<file path="config.mk">
export PLATFORM = sky130hd
export DESIGN_NAME = window_watchdog
export DESIGN_NICKNAME = d
export VERILOG_FILES = /design/src/rtl/window_watchdog.sv
export SDC_FILE = /design/constraint.sdc
export NUM_CORES = 1
export LEC_CHECK = 0
export BUFFER_PORTS_ARGS = -buffer_cell sky130_fd_sc_hd__buf_4
export CAP_MARGIN = 20
export CORE_UTILIZATION = 66
export CTS_BUF_LIST = sky130_fd_sc_hd__clkbuf_2
export DETAILED_ROUTE_END_ITERATION = 8
export PLACE_DENSITY_LB_ADDON = 0.25
export SETUP_SLACK_MARGIN = 0.2
export SYNTH_ARGS = -nofsm -noshare
export SYNTH_HDL_FRONTEND = slang
export SYNTH_SLANG_ARGS = --single-unit
</file>
<file path="constraint.sdc">
create_clock -name clk -period 2.7 [get_ports clk]
set_input_delay 0.54 -clock clk [delete_from_list [all_inputs] [get_ports clk]]
set_output_delay 0.54 -clock clk [all_outputs]
set_load 0.005 [all_outputs]
</file>
<file path="src/rtl/window_watchdog.sv">
module window_watchdog #(
  parameter int FAST_TICKS  = 39000,
  parameter int SLOW_TICKS  = 47000,
  parameter int PULSE_TICKS = 1000
) (
  input  logic clk,
  input  logic rst,
  input  logic kick_raw,
  output logic fault_n
);

  localparam int MAXC = (SLOW_TICKS > PULSE_TICKS) ? SLOW_TICKS : PULSE_TICKS;
  localparam int CW   = $clog2(MAXC + 1) + 1;
  localparam logic [CW-1:0] FAST_C  = CW'(FAST_TICKS);
  localparam logic [CW-1:0] SLOW_C  = CW'(SLOW_TICKS);
  localparam logic [CW-1:0] PULSE_C = CW'(PULSE_TICKS);
  localparam logic [CW-1:0] ONE     = CW'(1);

  localparam logic [1:0] S_RUN   = 2'd0;
  localparam logic [1:0] S_PULSE = 2'd1;
  localparam logic [1:0] S_WAIT  = 2'd2;

  // R9 parameter sanity
  if (!(FAST_TICKS < SLOW_TICKS) || PULSE_TICKS < 1 || FAST_TICKS < 1) begin : g_bad_params
    $error("window_watchdog: need 1 <= FAST_TICKS < SLOW_TICKS and PULSE_TICKS >= 1");
  end

  logic [2:0]    ksh;
  logic          fall;
  logic [1:0]    st;
  logic [CW-1:0] cnt;
  logic          early_q;

  always_ff @(posedge clk) begin
    if (rst) ksh <= 3'b111;
    else     ksh <= {ksh[1:0], kick_raw};
  end

  assign fall    = ksh[2] & ~ksh[1];
  assign fault_n = (st != S_PULSE);

  always_ff @(posedge clk) begin
    if (rst) begin
      st      <= S_RUN;
      cnt     <= ONE;
      early_q <= 1'b0;
    end else begin
      case (st)
        S_RUN: begin
          if (fall) begin
            if (cnt < FAST_C) begin
              st      <= S_PULSE;
              early_q <= 1'b1;
            end
            cnt <= ONE;
          end else if (cnt >= SLOW_C) begin
            st      <= S_PULSE;
            early_q <= 1'b0;
            cnt     <= ONE;
          end else begin
            cnt <= cnt + ONE;
          end
        end
        S_PULSE: begin
          if (cnt >= PULSE_C) begin
            st  <= early_q ? S_WAIT : S_RUN;
            cnt <= ONE;
          end else begin
            cnt <= cnt + ONE;
          end
        end
        S_WAIT: begin
          if (fall) begin
            st  <= S_RUN;
            cnt <= ONE;
          end else if (cnt >= SLOW_C) begin
            st      <= S_PULSE;
            early_q <= 1'b0;
            cnt     <= ONE;
          end else begin
            cnt <= cnt + ONE;
          end
        end
        default: begin
          st  <= S_RUN;
          cnt <= ONE;
        end
      endcase
    end
  end

endmodule

</file>
==> impl_metrics.json, run 1 <==
{
  "synth-async-reset-ratio_pct": 0,
  "cts_max_path_buffers": 2,
  "rrSetupSlack_ns": 0.78,
  "placedCellCount": 154,
  "grt_pass1_vias": 946,
  "port_buffers": 3,
  "drt_iter0_markers": 14,
  "grt_pass1_wl_um": 4084,
  "die_width_um": 46.17,
  "cts_made_buffers": 3,
  "cp_top_family": "simple AND/OR/NAND/NOR gates",
  "wl_per_cell_um": 15.61,
  "cellLeakagePower_uw": 0.0004484,
  "rr_endpoint": "cnt[0]",
  "holdPathEnd": "ksh[0]",
  "start_util_pct": 72.21,
  "first_pass_iters": 4,
  "yosysUniqueCellTypes": 42,
  "syn_to_final_growth_pct": 2.332,
  "hold_start": "kick_raw",
  "postRouteAntennaNets": 0,
  "synthCells": 132,
  "grt_usage_pct": 27.10,
  "dpl.hpwl_um": 1785,
  "rows": 15,
  "clock-sinks": 23,
  "min_path_type": "input port to flop",
  "synth_seq_area_share_pct": 35.76,
  "ys_ff_latch": 23,
  "powerDensity_mw_per_mm2": 418.1,
  "cts_resized": 0,
  "slew_viol_final": 0,
  "vias_per_cell": 6.462,
  "finalSetupTns_ns": 0,
  "overflow": 0,
  "fin_crit_ns": 1.922,
  "skew_ns": 0.007058,
  "syn-cell-area_mm2": 0.001287,
  "grt_max_degree": 17,
  "clkTransAtPathRegs_ns": 0.21,
  "startpoint_type": "flop",
  "drive_above_1_share_pct": 18.80,
  "r2r_start": "cnt[13]",
  "antenna_found_initial": 0,
  "diodes": 0,
  "crit_path_max_incr_delay_ns": 0.45,
  "critPathArrivalTime_ns": 2.19,
  "cts_setup_buffers": 0,
  "fp.coreArea_mm2": 0.001783,
  "required_ns": 2.96,
  "crit_path_end_kind": "flop",
  "path_cells": "nor4_1 > nand3_1 > buf_4 > a211o_1",
  "critPathKind": "flop to flop",
  "maxCapViolCount": 0,
  "synth_edf_count": 0,
  "insertion_delay_ns": 0.34,
  "fmax_mhz": 520.3,
  "status": "finished clean",
  "nets": 139,
  "tightest_slew_ns": 0.6718,
  "hold_viol_final": 0,
  "slowest_stage": "nor4_1",
  "post-route-period-util_pct": 71.19,
  "max-slew-margin-rel_pct": 55.21,
  "drt-total-wl_um": 2467,
  "die_y_um": 46.17,
  "avgSynthCellArea_um2": 9.754,
  "layout.cells.non_filler": 158,
  "drc": 0,
  "syn_nets": 137,
  "root_buffer": "clkbuf_2",
  "setup_viol": 0,
  "rsz0062_at_grt": "false",
  "reg2reg_depth": 4,
  "htreeDepth": 1,
  "place.gp.congestion": 0.8776,
  "cp.buffers_inverters": 1,
  "whs_path_depth": 2,
  "synth_top_flop_cell": "dfxtp_1",
  "via_count": 1021,
  "cts_tree": "built",
  "hold_buffers": 0,
  "io_pins": 4,
  "die-area_mm2": 0.002131,
  "yosysWarnings": 0,
  "vdd_drop_max_mv": 0.2422,
  "path_max_fanout": 10
}
## state kept, by name, indices dropped and copies added (netlist names)
signal / flops
st: 2
cnt: 17
early_q: 1
ksh: 3
## cells in the mapped netlist (all sizes together), types with 2 or more instances
master | number | area [µm²]
dfxtp | 23 | 460.4
a211oi | 12 | 140.1
buf | 7 | 51.29
nand2 | 7 | 28.78
nand3 | 6 | 30.03
nand4 | 5 | 31.28
nor4 | 5 | 31.28
or3 | 5 | 31.28
xnor2 | 5 | 43.79
xor2 | 5 | 43.79
inv | 4 | 15.01
nor2 | 4 | 15.01
o21ai | 4 | 20.02
a211o | 3 | 26.28
a221oi | 3 | 26.28
a31oi | 3 | 18.77
and3 | 3 | 18.77
and4 | 3 | 26.28
or2 | 3 | 18.77
a2111oi | 2 | 42.54
and4b | 2 | 20.02
ha | 2 | 25.02
nand2b | 2 | 12.51
o2bb2ai | 2 | 17.52
## metal layers
metal | vias up | part of all wire (%) | global-route usage [%]
li1 | 517 | - | -
met3 | 5 | 3.3 | 4.706
met2 | 20 | 47 | 43.66
met4 | 0 | 1.3 | 10.00
met5 | - | 0 | 0
met1 | 479 | 48 | 36.10
## kinds of logic after synthesis
logic type	Yosys count	synth area share (%)
xor gates and xnor gates	10	6.802
buffers and inverters	11	5.150
other	1	0.2913
adders and majority gates	2	1.943
AOI/OAI and AO/OA	36	27.50
and+or+nand+nor	49	22.55
DFF	23	35.76
## per-stage QoR
step / area (µm²) / power (µW) / hold slack [ns] / setup WS (ns) / utilization (%)
floorplan: 1287 / 407.1 / 0.3925 / 1.111 / -
global placement: 1297 / 417.2 / 0.3943 / 0.8643 / 72.77
detailed placement: 1297 / 421.2 / 0.4083 / 0.7892 / 72.77
CTS: 1318 / 555.6 / 0.3578 / 0.7687 / 73.89
global route: 1318 / 572.8 / 0.3519 / 0.6216 / 73.89
finish: 1318 / 550.9 / 0.3636 / 0.7780 / 73.89
## how the worst max path moves through the flow
stage | cells past startpoint | endpoint | start
2_1_floorplan | 6 | cnt[10] | cnt[12]
3_3_place_gp | 5 | cnt[0] | st[0]
3_5_place_dp | 4 | cnt[0] | cnt[13]
4_1_cts | 4 | cnt[0] | cnt[13]
5_1_grt | 4 | cnt[0] | cnt[13]
6_report | 4 | cnt[0] | cnt[13]
## final cells by class
type	count	area (µm²)
Clock buffer	3	15.01
Fill cell	151	465.4
Sequential cell	23	460.4
Multi-Input combinational cell	98	760.7
Timing Repair Buffer	4	30.03
Tap cell	25	31.28
Clock inverter	1	5.005
Inverter	4	15.01
## cells in the final DEF (no fill, tap or decap), types with 4 or more instances in the layout
master and instances:
nor4_1 5, nand2_1 6, inv_1 4, a211oi_2 10, or3_1 5, xor2_1 5, nand4_1 5, nor2_1 4
buf_4 4, nand3_1 6, dfxtp_1 23, xnor2_1 5, o21ai_0 4
## where the power goes
part	switching, µW	internal, µW
logic	37.1	21.4
registers	8.00	348
clock network	103	33.6
total	148	403
Power figures use the tool's default switching activity.
==> inputs of run 2 (changes only) <==
CORE_UTILIZATION = 57   (was 66)
clock period = 1.69 ns   (was 2.7 ns; I/O delays follow)
==> impl_metrics.json, run 2 (synthesis results as in run 1) <==
{
  "status": "finished with violations",
  "violations": "setup timing",
  "place_area_mm2": 0.001450,
  "top_regs": "cnt x17, ksh x3, st x2",
  "powerDensity_mw_per_mm2": 547.6,
  "fp.coreArea_mm2": 0.002042,
  "top_layer": "met4",
  "mostFrequentLayoutCells": "31 x buf_4, 14 x dfxtp_2, 11 x a211oi_2, 7 x buf_6, 7 x dfxtp_1",
  "start_util_pct": 63.05,
  "syn_to_final_growth_pct": 38.39,
  "cp.buffers_inverters": 2,
  "cts_max_path_buffers": 2,
  "wl_met3_um": 320,
  "first_pass_iters": 8,
  "fillers": 97,
  "finalInstanceArea_mm2": 0.001782,
  "critPathArrivalTime_ns": 1.98,
  "grt_pass1_vias": 1110,
  "htreeDepth": 1,
  "crit_path_max_incr_delay_ns": 0.41,
  "postLayoutSetupSlackWorst_ns": -0.02461,
  "insertion_delay_ns": 0.35,
  "die-area_mm2": 0.002453,
  "slowest_stage": "dfxtp_4",
  "path_common_cell": "buf_4",
  "root_buffer": "clkbuf_2",
  "antenna_found_initial": 0,
  "drive_above_1_share_pct": 56.55,
  "max-slew-margin-rel_pct": 49.69,
  "via_count": 1315,
  "path_max_fanout": 6,
  "regMostFlops": "cnt",
  "fmax_mhz": 583.2,
  "rsz0062_at_grt": "true",
  "diodes": 0,
  "tightest_slew_ns": 0.7546,
  "hold_buffers": 0,
  "grt_max_degree": 16,
  "cp_top_family": "compound AO/OA/AOI/OAI gates",
  "startpoint_type": "flop",
  "layout.cells.non_filler": 195,
  "vdd_drop_max_mv": 0.4708,
  "critPathKind": "flop to flop",
  "hold_viol_final": 0,
  "drc": 0,
  "cts_made_buffers": 3,
  "maxCapViolCount": 0,
  "final_common_cell": "buf_4",
  "min_path_type": "input port to flop",
  "grt_pass1_wl_um": 5237,
  "dp_worst_setup_slack_ns": 0.01367,
  "postRouteAntennaNets": 0,
  "cellLeakagePower_uw": 0.0006741,
  "grt_usage_pct": 27.93,
  "clock-sinks": 23,
  "required_ns": 1.96,
  "io_pins": 4,
  "crit_path_end_kind": "flop",
  "timing.hold.ws_ns": 0.1686,
  "rrSetupSlack_ns": -0.02,
  "cts_tree": "built",
  "vias_per_cell": 6.744,
  "skew_ns": 0.01332,
  "path_cells": "a31o_4 > a2111oi_4 > buf_4 > nand2_4 > buf_4 > a211oi_2",
  "nets": 174,
  "wl_per_cell_um": 21.15,
  "clkTransAtPathRegs_ns": 0.24,
  "rows": 16,
  "drt_iter0_markers": 69,
  "dpl.hpwl_um": 2121,
  "post-route-period-util_pct": 101.5,
  "port_buffers": 3,
  "setup_viol": 2,
  "largest_register_ff_count": 17,
  "fin_crit_ns": 1.715,
  "drt-total-wl_um": 4124,
  "slew_viol_final": 0,
  "die_y_um": 49.53,
  "met2_length_um": 2053,
  "overflow": 0,
  "drt-met1-wl_um": 1687,
  "placedCellCount": 174,
  "die_width_um": 49.53,
  "place.gp.congestion": 0.8996
}
==> run 2: cell count changes in the layout (fill, tap and decap cells not counted), sizes merged <==
cell,delta
buf,+34
nand2,+1
==> run 2: worst register-to-register path, cell delays in order, from the launching register on <==
cell       delay (ns)
dfxtp_4          0.41
a31o_4           0.24
a2111oi_4        0.34
buf_4            0.19
nand2_4          0.08
buf_4            0.17
a211oi_2         0.20
==> run 2: worst paths after layout <==
path	start	to	depth (start not counted)
worst max-delay path	cnt[13]	cnt[15]	6
worst min-delay path	kick_raw	ksh[0]	2
worst max register to register	cnt[13]	cnt[15]	6
worst min register to register	ksh[0]	ksh[1]	1
==> run 2: final cells by class <==
type                       count  area, µm²  share of cell area [%]
inverter                       4      15.01                  0.8427
tap                           27      33.78                   1.896
sequential                    23      485.5                   27.25
timing repair buffer          38      311.5                   17.49
multi-input combinational     99      915.9                   51.40
clock buffer                   3      15.01                  0.8427
clock inverter                 1      5.005                  0.2809
==> run 2: power by group <==
group	switching (µW)	internal, µW	leakage, µW	total, µW
Clock	179	53.7	0.0000164	233
Combinational	95.5	80.9	0.000464	176
Sequential	12.2	554	0.000194	566
==> run 2: per-layer routing <==
metal	up-vias	GRT usage, %
met4	0	7.619
met3	12	4.630
li1	583	-
met5	-	0
met2	82	46.85
met1	638	36.71
==> run 2: repair_timing <==
action                                  4_1_cts  5_1_grt
gates cloned                                  1        1
pin swaps                                     5        6
setup buffers                                 6        9
resized for setup                            12       37
endpoints found under the setup margin       17       19
==> run 2: per-stage QoR <==
stage	utilization, %	TNS [ns]	power (µW)
2_1_floorplan	-	0	653.0
3_3_place_gp	71.02	0	682.8
3_5_place_dp	71.02	0	688.4
4_1_cts	76.23	0	919.6
5_1_grt	87.25	-0.3351	1004
6_report	87.25	-0.03323	975.6
